### config.mk
export PLATFORM = sky130hd
export DESIGN_NAME = bq_decade
export DESIGN_NICKNAME = d
export VERILOG_FILES = /design/src/rtl/bq_pkg.sv /design/src/rtl/bq_div2.sv /design/src/rtl/bq_ring.sv /design/src/rtl/bq_encode.sv /design/src/rtl/bq_decade.sv
export SDC_FILE = /design/constraint.sdc
export NUM_CORES = 1
export LEC_CHECK = 0
export ABC_CLOCK_PERIOD_IN_PS = 6900
export BUFFER_PORTS_ARGS = -buffer_cell sky130_fd_sc_hd__clkbuf_2
export CAP_MARGIN = 20
export CORE_AREA = 2 2 39 41
export CTS_CLUSTER_DIAMETER = 60
export DETAILED_ROUTE_END_ITERATION = 16
export DIE_AREA = 0 0 41 43
export GPL_TIMING_DRIVEN = 0
export SYNTH_ARGS = -nofsm -noshare
export SYNTH_HDL_FRONTEND = slang
export SYNTH_SLANG_ARGS = --single-unit
### constraint.sdc
create_clock -name clk -period 6.9 [get_ports clk]
set_input_delay 0.345 -clock clk [delete_from_list [all_inputs] [get_ports clk]]
set_output_delay 0.345 -clock clk [all_outputs]
set_load 0.005 [all_outputs]
### src/rtl/bq_pkg.sv
package bq_pkg;
  localparam int unsigned BQ_RING_LEN = 5;
  localparam int unsigned BQ_DIGIT_W  = 4;

  function automatic logic [BQ_RING_LEN-1:0] ring_home();
    logic [BQ_RING_LEN-1:0] r;
    r = '0;
    r[0] = 1'b1;
    return r;
  endfunction
endpackage

### src/rtl/bq_div2.sv
module bq_div2 (
  input  logic clk,
  input  logic rst,
  input  logic clr,
  input  logic en,
  output logic div_q,
  output logic div_d,
  output logic adv
);
  always_comb begin
    if (clr)     div_d = 1'b0;
    else if (en) div_d = ~div_q;
    else         div_d = div_q;
  end

  // ring advances when the divider falls from 1 to 0
  assign adv = en & div_q & ~clr;

  always_ff @(posedge clk) div_q <= div_d;

  AST_DIV_TOGGLE: assert property (@(posedge clk) disable iff (rst)
    (en && !clr) |=> (div_q != $past(div_q)));
endmodule

### src/rtl/bq_ring.sv
module bq_ring #(
  parameter int unsigned RING_LEN = bq_pkg::BQ_RING_LEN
) (
  input  logic                clk,
  input  logic                rst,
  input  logic                clr,
  input  logic                adv,
  output logic [RING_LEN-1:0] ring_q,
  output logic [RING_LEN-1:0] ring_d
);
  logic [RING_LEN-1:0] rot;
  logic                valid;

  genvar g;
  generate
    for (g = 0; g < RING_LEN; g++) begin : g_rot
      if (g == 0) begin : g_wrap
        assign rot[g] = ring_q[RING_LEN-1];
      end else begin : g_shift
        assign rot[g] = ring_q[g-1];
      end
    end
  endgenerate

  assign valid = $onehot(ring_q);

  always_comb begin
    if (clr)      ring_d = bq_pkg::ring_home();
    else if (adv) ring_d = valid ? rot : bq_pkg::ring_home();
    else          ring_d = ring_q;
  end

  always_ff @(posedge clk) ring_q <= ring_d;

  AST_RING_ONEHOT: assert property (@(posedge clk) disable iff (rst)
    adv |=> $onehot(ring_q));
endmodule

### src/rtl/bq_encode.sv
module bq_encode #(
  parameter int unsigned RING_LEN = bq_pkg::BQ_RING_LEN,
  parameter int unsigned DIGIT_W  = bq_pkg::BQ_DIGIT_W
) (
  input  logic [RING_LEN-1:0] ring,
  input  logic                div,
  output logic [DIGIT_W-1:0]  digit
);
  localparam int unsigned POS_W = $clog2(RING_LEN);

  logic [POS_W-1:0] pos;

  always_comb begin
    pos = '0;
    for (int i = 0; i < RING_LEN; i++) begin
      if (ring == (RING_LEN'(1) << i)) pos = POS_W'(i);
    end
    digit = DIGIT_W'({pos, 1'b0}) + DIGIT_W'(div);
  end
endmodule

### src/rtl/bq_decade.sv
module bq_decade #(
  parameter int unsigned RING_LEN = bq_pkg::BQ_RING_LEN,
  parameter int unsigned DIGIT_W  = bq_pkg::BQ_DIGIT_W
) (
  input  logic               clk,
  input  logic               rst,
  input  logic               clr,
  input  logic               en,
  output logic [DIGIT_W-1:0] digit,
  output logic               carry
);
  localparam int unsigned LAST = RING_LEN - 1;

  logic                clr_all;
  logic                div_q, div_d, adv;
  logic [RING_LEN-1:0] ring_q, ring_d;
  logic [DIGIT_W-1:0]  digit_d;

  assign clr_all = rst | clr;

  bq_div2 u_div (
    .clk(clk), .rst(rst), .clr(clr_all), .en(en),
    .div_q(div_q), .div_d(div_d), .adv(adv)
  );

  bq_ring #(.RING_LEN(RING_LEN)) u_ring (
    .clk(clk), .rst(rst), .clr(clr_all), .adv(adv),
    .ring_q(ring_q), .ring_d(ring_d)
  );

  bq_encode #(.RING_LEN(RING_LEN), .DIGIT_W(DIGIT_W)) u_enc (
    .ring(ring_d), .div(div_d), .digit(digit_d)
  );

  always_ff @(posedge clk) begin
    if (clr_all) begin
      digit <= '0;
      carry <= 1'b0;
    end else begin
      digit <= digit_d;
      carry <= adv & ring_q[LAST];
    end
  end

  AST_DIGIT_RANGE: assert property (@(posedge clk) disable iff (rst)
    digit <= DIGIT_W'(2 * RING_LEN - 1));
  AST_HOLD_IDLE: assert property (@(posedge clk) disable iff (rst)
    (!en && !clr) |=> $stable(digit));
  AST_CLEAR_ZERO: assert property (@(posedge clk) disable iff (rst)
    clr |=> (digit == '0 && !carry));
  AST_CARRY_WRAP: assert property (@(posedge clk) disable iff (rst)
    carry |-> (digit == '0));
  AST_CARRY_SINGLE: assert property (@(posedge clk) disable iff (rst)
    carry |=> !carry);
endmodule

Yosys cells after proc, flatten, opt, wreduce, memory -nomap -nowiden
Index checks and enable logic that the tools add are counted.
{"block": "classes", "mux": 9, "n_eq_ne": 5, "n_addsub": 5, "n_bitwise": 6}
{"operator": "5-bit 2-to-1 mux", "count": 3}
{"operator": "5-bit by 2-bit equality test with 1-bit output (second input constant)", "count": 1}
{"operator": "5-bit by 3-bit equality test with 1-bit output (second input constant)", "count": 1}
{"operator": "5-bit by 4-bit equality test with 1-bit output (second input constant)", "count": 1}
{"operator": "5-bit equality test (second input constant)", "count": 1}
{"operator": "1-bit by 1-bit adder with 2-bit output", "count": 2}
{"operator": "4-bit by 1-bit adder with 4-bit output", "count": 1}
{"operator": "2-bit 2-to-1 mux", "count": 2}
{"operator": "3-bit by 1-bit adder with 3-bit output", "count": 1}
{"operator": "3-bit adder", "count": 1}
{"operator": "1-bit AND", "count": 3}
{"operator": "3-bit by 1-bit equality test with 1-bit output (second input constant)", "count": 1}
{"operator": "1-bit 2-to-1 mux", "count": 3}
{"operator": "3-bit 2-to-1 mux", "count": 1}
{"operator": "1-bit NOT", "count": 2}
{"operator": "1-bit bitwise OR", "count": 1}
{"block": "totals", "inputBits": 4, "output_inout_bits": 5, "regBits": 11, "word_cells": 29}

Longest topological paths before layout
Gate-level depths: netlist of the first run.
{"block": "depth", "word_depth": 13, "depth_mapped": 8, "ltp_nobuf": 8}

Cells and area by module
Synthesis of the first run repeated with hierarchy kept, for this count alone.
{"block": "unflattened", "cells_unflattened": 46, "hier_area_um2": 518.0}
{"mod": "bq_ring", "area_per_inst_um2": 261.5, "n_inst": 1, "cells_per_inst": 24, "seq_area_each_um2": 100.1}
{"mod": "bq_decade", "area_per_inst_um2": 148.9, "n_inst": 1, "cells_per_inst": 11, "seq_area_each_um2": 100.1}
{"mod": "bq_encode", "area_per_inst_um2": 62.6, "n_inst": 1, "cells_per_inst": 7, "seq_area_each_um2": 0.0}
{"mod": "bq_div2", "area_per_inst_um2": 45.0, "n_inst": 1, "cells_per_inst": 4, "seq_area_each_um2": 20.0}

Least setup slack after synthesis of the first run
OpenSTA, ideal clock, no wires.
{"block": "synth_timing", "path_kind": "flip-flop to flip-flop", "from": "register u_ring.ring_q[2]", "to": "register digit[1]", "stages_incl_launch_ff": 9, "arrival_time_ns": 2.170, "path_slack_ns": 4.657, "path_buffers": 0, "cell_sequence": "dfxtp_1 -> ha_1 -> fa_1 -> inv_1 -> fa_1 -> and4_4 -> a21oi_1 -> nand2_1 -> nor3_2"}
{"block": "synth_between", "elab_chain_cells": 13}
{"element": "from (decl)", "line_no": "bq_ring.sv:8", "text": "output logic [RING_LEN-1:0] ring_q,"}
{"element": "from (signal assigned)", "line_no": "bq_ring.sv:33", "text": "always_ff @(posedge clk) ring_q <= ring_d;"}
{"element": "1-bit by 1-bit adder with 2-bit output (implied by the code)", "line_no": "bq_ring.sv:25", "text": "assign valid = $onehot(ring_q);"}
{"element": "3-bit adder (implied by the code)", "line_no": "bq_ring.sv:25"}
{"element": "3-bit by 1-bit adder with 3-bit output (implied by the code)", "line_no": "bq_ring.sv:25"}
{"element": "3-bit by 1-bit equality test with 1-bit output", "line_no": "bq_ring.sv:25"}
{"element": "5-bit 2-to-1 mux", "line_no": "bq_ring.sv:29", "text": "else if (adv) ring_d = valid ? rot : bq_pkg::ring_home();"}
{"element": "5-bit 2-to-1 mux *", "line_no": "bq_ring.sv:29"}
{"element": "5-bit 2-to-1 mux *", "line_no": "bq_ring.sv:28", "text": "if (clr) ring_d = bq_pkg::ring_home();"}
{"element": "5-bit by 2-bit equality test with 1-bit output", "line_no": "bq_encode.sv:16", "text": "if (ring == (RING_LEN'(1) << i)) pos = POS_W'(i);"}
{"element": "1-bit 2-to-1 mux", "line_no": "bq_encode.sv:16"}
{"element": "2-bit 2-to-1 mux (2 in series)", "line_no": "bq_encode.sv:16"}
{"element": "3-bit 2-to-1 mux *", "line_no": "bq_encode.sv:16"}
{"element": "4-bit by 1-bit adder with 4-bit output *", "line_no": "bq_encode.sv:18", "text": "digit = DIGIT_W'({pos, 1'b0}) + DIGIT_W'(div);"}
{"element": "to (signal assigned)", "line_no": "bq_decade.sv:40", "text": "digit <= digit_d;"}
{"element": "to (decl)", "line_no": "bq_decade.sv:9", "text": "output logic [DIGIT_W-1:0] digit,"}
Every way passes the cells marked *; elsewhere a longest branch is shown, timed or not.
A chain may end at the register's enable or synchronous reset.

Worst setup path in the final report of the first run
{"block": "layout_timing", "from": "register u_ring.ring_q[1]", "to": "register digit[1]"}
Same word-level chain as after synthesis.

==> results of run 1 <==
-- area by class of cell --
cell class,instances,area [µm²]
sequential,11,220.2
timing repair buffer,8,40.04
multi-input combinational,36,307.8
clock buffer,4,26.28
tap,16,20.02
inverter,4,15.01
fill,145,754.5
-- per-stage QoR --
stage,cells,setup slack [ps],total power [W],utilization
after floorplan,51,4657,0.00007068,-
after global placement,75,4526,0.00007270,0.4358
after detailed placement,75,4484,0.00007297,0.4358
after CTS,79,4457,0.0001172,0.4548
after global routing,79,4314,0.0001218,0.4548
final,79,4470,0.0001150,0.4548
-- cells in the mapped netlist --
| library cell | n |
|---|---|
| dfxtp_1 | 11 |
| nor2_1 | 8 |
| inv_1 | 4 |
| a21oi_1 | 3 |
| ha_1 | 3 |
| a21oi_4 | 2 |
| and2_1 | 2 |
| and2b_1 | 2 |
| and2b_4 | 2 |
| fa_1 | 2 |
| o21ai_2 | 2 |
| xnor2_1 | 2 |
| and2b_2 | 1 |
| and3_2 | 1 |
| and4_4 | 1 |
| nand2_1 | 1 |
| nor3_2 | 1 |
| nor3b_1 | 1 |
| nor4b_2 | 1 |
| or2_1 | 1 |
-- sequential cells by signal, summed over array words and instances, names as in the netlist --
| signal | flops |
|---|---|
| u_ring.ring_q | 5 |
| carry | 1 |
| u_div.div_q | 1 |
| digit | 4 |
-- power breakdown --
group | internal, W | leakage (nW) | switching [W]
sequential | 0.0000643 | 0.0890 | 0.000000434
clock | 0.0000224 | 0.0150 | 0.0000212
combinational | 0.00000317 | 0.165 | 0.00000357
-- routing by layer --
| metal | GRT usage | vias up | wire length [µm] |
|---|---|---|---|
| met5 | 0 | - | 0 |
| met4 | 0.1400 | 0 | 48 |
| met3 | 0.01571 | 5 | 10 |
| met2 | 0.1938 | 6 | 450 |
| met1 | 0.1761 | 174 | 400 |
| li1 | - | 192 | - |
-- worst min-delay path: stages --
cell and delay, ps:
clkbuf_2 80, nor2_1 70, o21ai_2 70
-- worst min-delay path by stage --
| stage | startpoint | end | slack (ps) | cells past startpoint |
|---|---|---|---|---|
| 3_3_place_gp | u_div.div_q$_DFF_P_ | u_div.div_q$_DFF_P_ | 540 | 2 |
| 5_1_grt | clr | u_ring.ring_q[0]$_DFF_P_ | 350 | 3 |
| 6_report | rst | u_ring.ring_q[0]$_DFF_P_ | 340 | 3 |
| 4_1_cts | rst | u_ring.ring_q[0]$_DFF_P_ | 330 | 3 |
| 3_5_place_dp | u_div.div_q$_DFF_P_ | u_div.div_q$_DFF_P_ | 560 | 2 |
| 2_1_floorplan | rst | u_ring.ring_q[0]$_DFF_P_ | 480 | 2 |
-- kinds of logic after synthesis --
kind of cell,share of synthesized area
compound gates,0.1198
xor+xnor,0.03226
fa+ha+maj,0.1429
buf+inv,0.02764
flops,0.4055
simple gates,0.2719
==> results.md, run 1 <==
- # diodes: 0
- Post-CTS Setup Bufs: 0
- Clock root cell: clkbuf_4
- R2R depth: 8
- Die width: 41 µm
- DRT Wirelength: 909 µm
- PortBufs: 8
- CTS tree: yes
- Crit. path cell count: 8
- WP buf/inv: 1
- Critical Path AT: between 2000 and 3000 ps
- Hold Path Class: in2reg
- Final hold slack: 339.2 ps
- Slowest cell on the critical path: dfxtp_1
- Startpoint types: flop
- CP peak stage delay: around 430 ps
- Num CTS Buffers: 3
- Rows: 14
- Setup TNS: 0 ps
- Area share of the largest cell type after synthesis: 0.4055
- Initial Util: 0.3924
- Clock Tree Buf Depth: 2
- Cells along the critical path: ha_1 > fa_1 > inv_1 > fa_1 > and4_4 > a21oi_1 > nand2_1 > nor3_2
- Clock transition at path regs: 70 ps
- Slew Viols, Final: 0
- Drt drc: 0
- Post-synthesis cell area: 543.0 µm²
- Worst setup path startpoint: u_ring.ring_q[1]$_DFF_P_
- First-pass GRT wire length: 1600 µm
- Clk Latency, worst-skew pair: 270 ps
- Final hold vios: 0
- Syn_nets: 60
- 1st-iter DRT viols: 9
- Syn_area_per_cell: between 10 and 15 µm²
- Detail Route Antenna Nets: 0
- Initial antenna violation count: 0
- Post-DP HPWL: 710.9 µm
- Die Span Y: 43 µm
- Seq/Total Area, Yosys: 0.4055
- Overall global routing resource usage: 0.1410
- Vias in the first global route: between 300 and 400
- Setup Skew: 0.4697 ps
- Min cycle time layout: between 2000 and 2500 ps
- DR WL/cell: 11.51 µm
- Core footprint: 1384 µm²
- Cell family contributing the most delay on the critical path: adder cells
- Yosys warns: 0
- Worst path required time: 7100 ps
- Most frequent cells in the layout: 11 x dfxtp_1, 8 x nor2_1, 8 x clkbuf_2
- Layout Nets: 73
- FF-to-FF End: digit[1]$_SDFF_PP0_
- Reg2reg start: u_ring.ring_q[1]$_DFF_P_
- Post-CTS Hold Fix Bufs: 0
- Drt first pass iters: 2
- Vias per inst: 4.772
- Setup Viol. Count Final: 0
- Ports: 9
- Grt total ovfl: 0
- Cells after synthesis: 51
- Htree depth: 1
- Post-synthesis register bit count: 11
- Clock sink count: 11
- Synth area leader: dfxtp_1
- Crit path kind: reg2reg
- Worst path most repeated cell: fa_1
- F_max: 0.4116 GHz
- Placer Congestion: 0.7181
- Cell area after layout: 629.4 µm²
- CP Capture Type: flop
- Pin count of the biggest net entering global routing: 10
- Max-cap violation count: 0
- RSZ-0062 raised after global routing: false
- Area Growth Syn to Fin: 15.90%
- DP Area: 603.1 µm²
- Status: complete, no violations
- Die ar.: approximately 1800 µm²
- Synth area leaders: dfxtp_1 41%, fa_1 7.4%, ha_1 6.9%
- Pleak: 0.2691 nW
- Critical Path Fanout Max: 5
- Synth unique cells: 20
- Worst slew margin: 0.7760
- Least-Margin Pin Slew: 336.0 ps
- Pwr/cell area: 182.7 nW/µm²
- Reg-to-reg slack, setup: around 4500 ps
- Layout cell share with drive strength beyond 1: 0.3492
- Most common cell after layout, fill and taps aside: dfxtp_1
- Final worst-path cycle share: 0.3521
- Worst IR Drop VDD: between 0.1 and 0.15 mV
- Critical path capture point: digit[1]$_SDFF_PP0_
- Post-cts gate resize count: 0
- Vias: around 380
Power figures use the tool's default switching activity.
==> inputs of run 2 (changes only) <==
--- a/config.mk
+++ b/config.mk
@@ -5,7 +5,7 @@
 export SDC_FILE = /design/constraint.sdc
 export NUM_CORES = 1
 export LEC_CHECK = 0
-export ABC_CLOCK_PERIOD_IN_PS = 6900
+export ABC_CLOCK_PERIOD_IN_PS = 2400
 export BUFFER_PORTS_ARGS = -buffer_cell sky130_fd_sc_hd__clkbuf_2
 export CAP_MARGIN = 20
 export CORE_AREA = 2 2 39 41
==> constraint.sdc (replaced) <==
create_clock -name clk -period 2.4 [get_ports clk]
set_input_delay 0.12 -clock clk [delete_from_list [all_inputs] [get_ports clk]]
set_output_delay 0.12 -clock clk [all_outputs]
set_load 0.005 [all_outputs]
==> run 2 against run 1 <==
Worst hold slack worse by 230 ps. Flip-flop and latch count unchanged. Largest cell class unchanged. Total power rose to 2.9 times the previous value. Utilization up 0.54 points. Fmax up 5.6%. Critical path type unchanged. Largest power group unchanged. Global-route usage up 0.10 points. Sequential power rose to 2.9 times the previous value.
==> results.md, run 2 (same netlist as run 1, synthesis figures left out) <==
- Die width: 41 µm (unchanged)
- CTS tree: yes (unchanged)
- Vias in the first global route: 388 (unchanged)
- Num CTS Buffers: 3 (unchanged)
- Worst path required time: 2590 ps (was 7100 ps)
- DR WL/cell: 11.73 µm (was 11.51 µm)
- 1st-iter DRT viols: 8 (was 9)
- Core footprint: 1384 µm² (unchanged)
- Crit path kind: reg2reg (unchanged)
- Area Growth Syn to Fin: 17.28% (was 15.90%)
- Vias: 377 (unchanged)
- Hold_sp: rst (unchanged)
- Layout Nets: 73 (unchanged)
- Initial antenna violation count: 0 (unchanged)
- Startpoint types: flop (unchanged)
- Biggest registers after layout: u_ring.ring_q (5), digit (4) (unchanged)
- Top reg by flops: u_ring.ring_q (unchanged)
- R2R depth: 8 (unchanged)
- Pin count of the biggest net entering global routing: 10 (unchanged)
- Status: complete, no violations (unchanged)
- Hold path depth: 3 (unchanged)
- Clock root cell: clkbuf_4 (unchanged)
- Worst slew margin: 0.8089 (was 0.7760)
- Detail Route Antenna Nets: 0 (unchanged)
- Min cycle time layout: 2300 ps (was 2430 ps)
- Hold Path Class: in2reg (unchanged)
- Vias per inst: 4.772 (unchanged)
- Initial Util: 0.3924 (unchanged)
- Post-CTS Setup Bufs: 0 (unchanged)
- Post-layout util: 0.4602 (was 0.4548)
- Largest register FFs: 5 (unchanged)
- Setup Viol. Count Final: 0 (unchanged)
- Die ar.: 1763 µm² (unchanged)
- Worst Hold End: u_ring.ring_q[0]$_DFF_P_ (unchanged)
- Clock transition at path regs: 70 ps (about the same)
- Final hold vios: 0 (unchanged)
- Pwr/cell area: 520.2 nW/µm² (was 182.7 nW/µm²)
- Clock Tree Buf Depth: 2 (unchanged)
- Overall global routing resource usage: 0.1420 (was 0.1410)
- Die Span Y: 43 µm (unchanged)
- Placed Cells: 75 (unchanged)
- Least-Margin Pin Slew: 286.7 ps (was 336.0 ps)
- First-pass GRT wire length: 1614 µm (was 1600 µm)
- Pleak: 0.2712 nW (was 0.2691 nW)
- RSZ-0062 raised after global routing: false (unchanged)
- Htree depth: 1 (unchanged)
- Reg2reg start: u_ring.ring_q[2]$_DFF_P_ (was u_ring.ring_q[1]$_DFF_P_)
- # diodes: 0 (unchanged)
- Placer Congestion: 0.7181 (unchanged)
- DP Area: 603.1 µm² (unchanged)
- DRT Wirelength: 927 µm (was 909 µm)
- Ports: 9 (unchanged)
- Worst IR Drop VDD: 0.3524 mV (was 0.1225 mV)
- PortBufs: 8 (unchanged)
- Rows: 14 (unchanged)
- Drt drc: 0 (unchanged)
- Grt total ovfl: 0 (unchanged)
- Reg-to-reg slack, setup: 100 ps (was 4470 ps)
- Drt first pass iters: 2 (unchanged)
- Final worst-path cycle share: 0.9584 (was 0.3521)
- Clk Latency, worst-skew pair: 270 ps (about the same)
- F_max: 0.4347 GHz (was 0.4116 GHz)
- CP Capture Type: flop (unchanged)
- FF-to-FF End: digit[3]$_SDFF_PN0_ (was digit[1]$_SDFF_PP0_)
- Setup Skew: 0.4982 ps (was 0.4697 ps)
- Max-cap violation count: 0 (unchanged)
- Cell area after layout: 636.9 µm² (was 629.4 µm²)
- Most frequent cells in the layout: 8 x nor2_1, 8 x dfxtp_1, 8 x clkbuf_2 (was 11 x dfxtp_1, 8 x nor2_1, 8 x clkbuf_2)
- Slew Viols, Final: 0 (unchanged)
- Final non-filler cell total: 79 (unchanged)
- Layout cell share with drive strength beyond 1: 0.4127 (was 0.3492)
- Final hold slack: 113.3 ps (was 339.2 ps)
- Post-DP HPWL: 710.9 µm (unchanged)
- Critical Path Fanout Max: 5 (unchanged)
- Clock sink count: 11 (unchanged)
- Critical Path AT: 2490 ps (was 2630 ps)
==> run 2: cell counts in the layout (fill, tap and decap cells not counted) <==
No cell type changed its count.
==> run 2: worst max path at each step <==
stage                                   startpoint  cells past startpoint             endpoint
after floorplan           u_ring.ring_q[2]$_DFF_P_                      8  digit[1]$_SDFF_PP0_
after global placement    u_ring.ring_q[2]$_DFF_P_                      8  digit[1]$_SDFF_PP0_
after detailed placement  u_ring.ring_q[1]$_DFF_P_                      8  digit[1]$_SDFF_PP0_
after CTS                 u_ring.ring_q[1]$_DFF_P_                      8  digit[3]$_SDFF_PN0_
after global routing      u_ring.ring_q[2]$_DFF_P_                      8  digit[1]$_SDFF_PP0_
final                     u_ring.ring_q[2]$_DFF_P_                      8  digit[3]$_SDFF_PN0_
==> run 2: layout make-up <==
| class | instances | area (µm²) |
|---|---|---|
| multi-input combinational | 36 | 311.5 |
| inverter | 4 | 15.01 |
| sequential | 11 | 224.0 |
| timing repair buffer | 8 | 40.04 |
| clock buffer | 4 | 26.28 |
| tap | 16 | 20.02 |
| fill | 140 | 747.0 |
==> run 2: per-stage QoR <==
stage	setup slack [ps]	power [W]	setup TNS, ps
after floorplan	156.7	0.0002032	0
after CTS	18.46	0.0003371	0
final	99.81	0.0003313	0
after detailed placement	-15.98	0.0002098	-15.98
after global placement	26.23	0.0002090	0
after global routing	0.08993	0.0003504	0
==> run 2: report_power, final <==
group | internal, W | switching [W] | total (W) | leakage [nW]
Combinational | 0.00000923 | 0.0000103 | 0.0000195 | 0.166
Sequential | 0.000185 | 0.00000128 | 0.000186 | 0.0905
Clock | 0.0000644 | 0.0000612 | 0.000126 | 0.0150
==> run 2: metal layers <==
| metal | track usage | vias up | part of all wire |
|---|---|---|---|
| li1 | - | 192 | - |
| met1 | 0.1794 | 174 | 0.45 |
| met2 | 0.1938 | 6 | 0.49 |
| met3 | 0.01571 | 5 | 0.011 |
| met4 | 0.1400 | 0 | 0.052 |
| met5 | 0 | - | 0 |
==> run 2: timing repair <==
| action | 4_1_cts | 5_1_grt |
|---|---|---|
| gates cloned | 0 | 0 |
| hold buffers | 0 | 0 |
| pin swaps | 0 | 3 |
| gates resized for setup | 1 | 3 |
| endpoints found under the setup margin | 1 | 3 |
==> run 2: critical path: stages, from the launching register on <==
cell and delay [ps]:
dfxtp_2 340, ha_1 310, fa_1 400, inv_1 80
fa_1 410, and4_4 200, a21oi_4 170, inv_1 70
nor4b_2 240
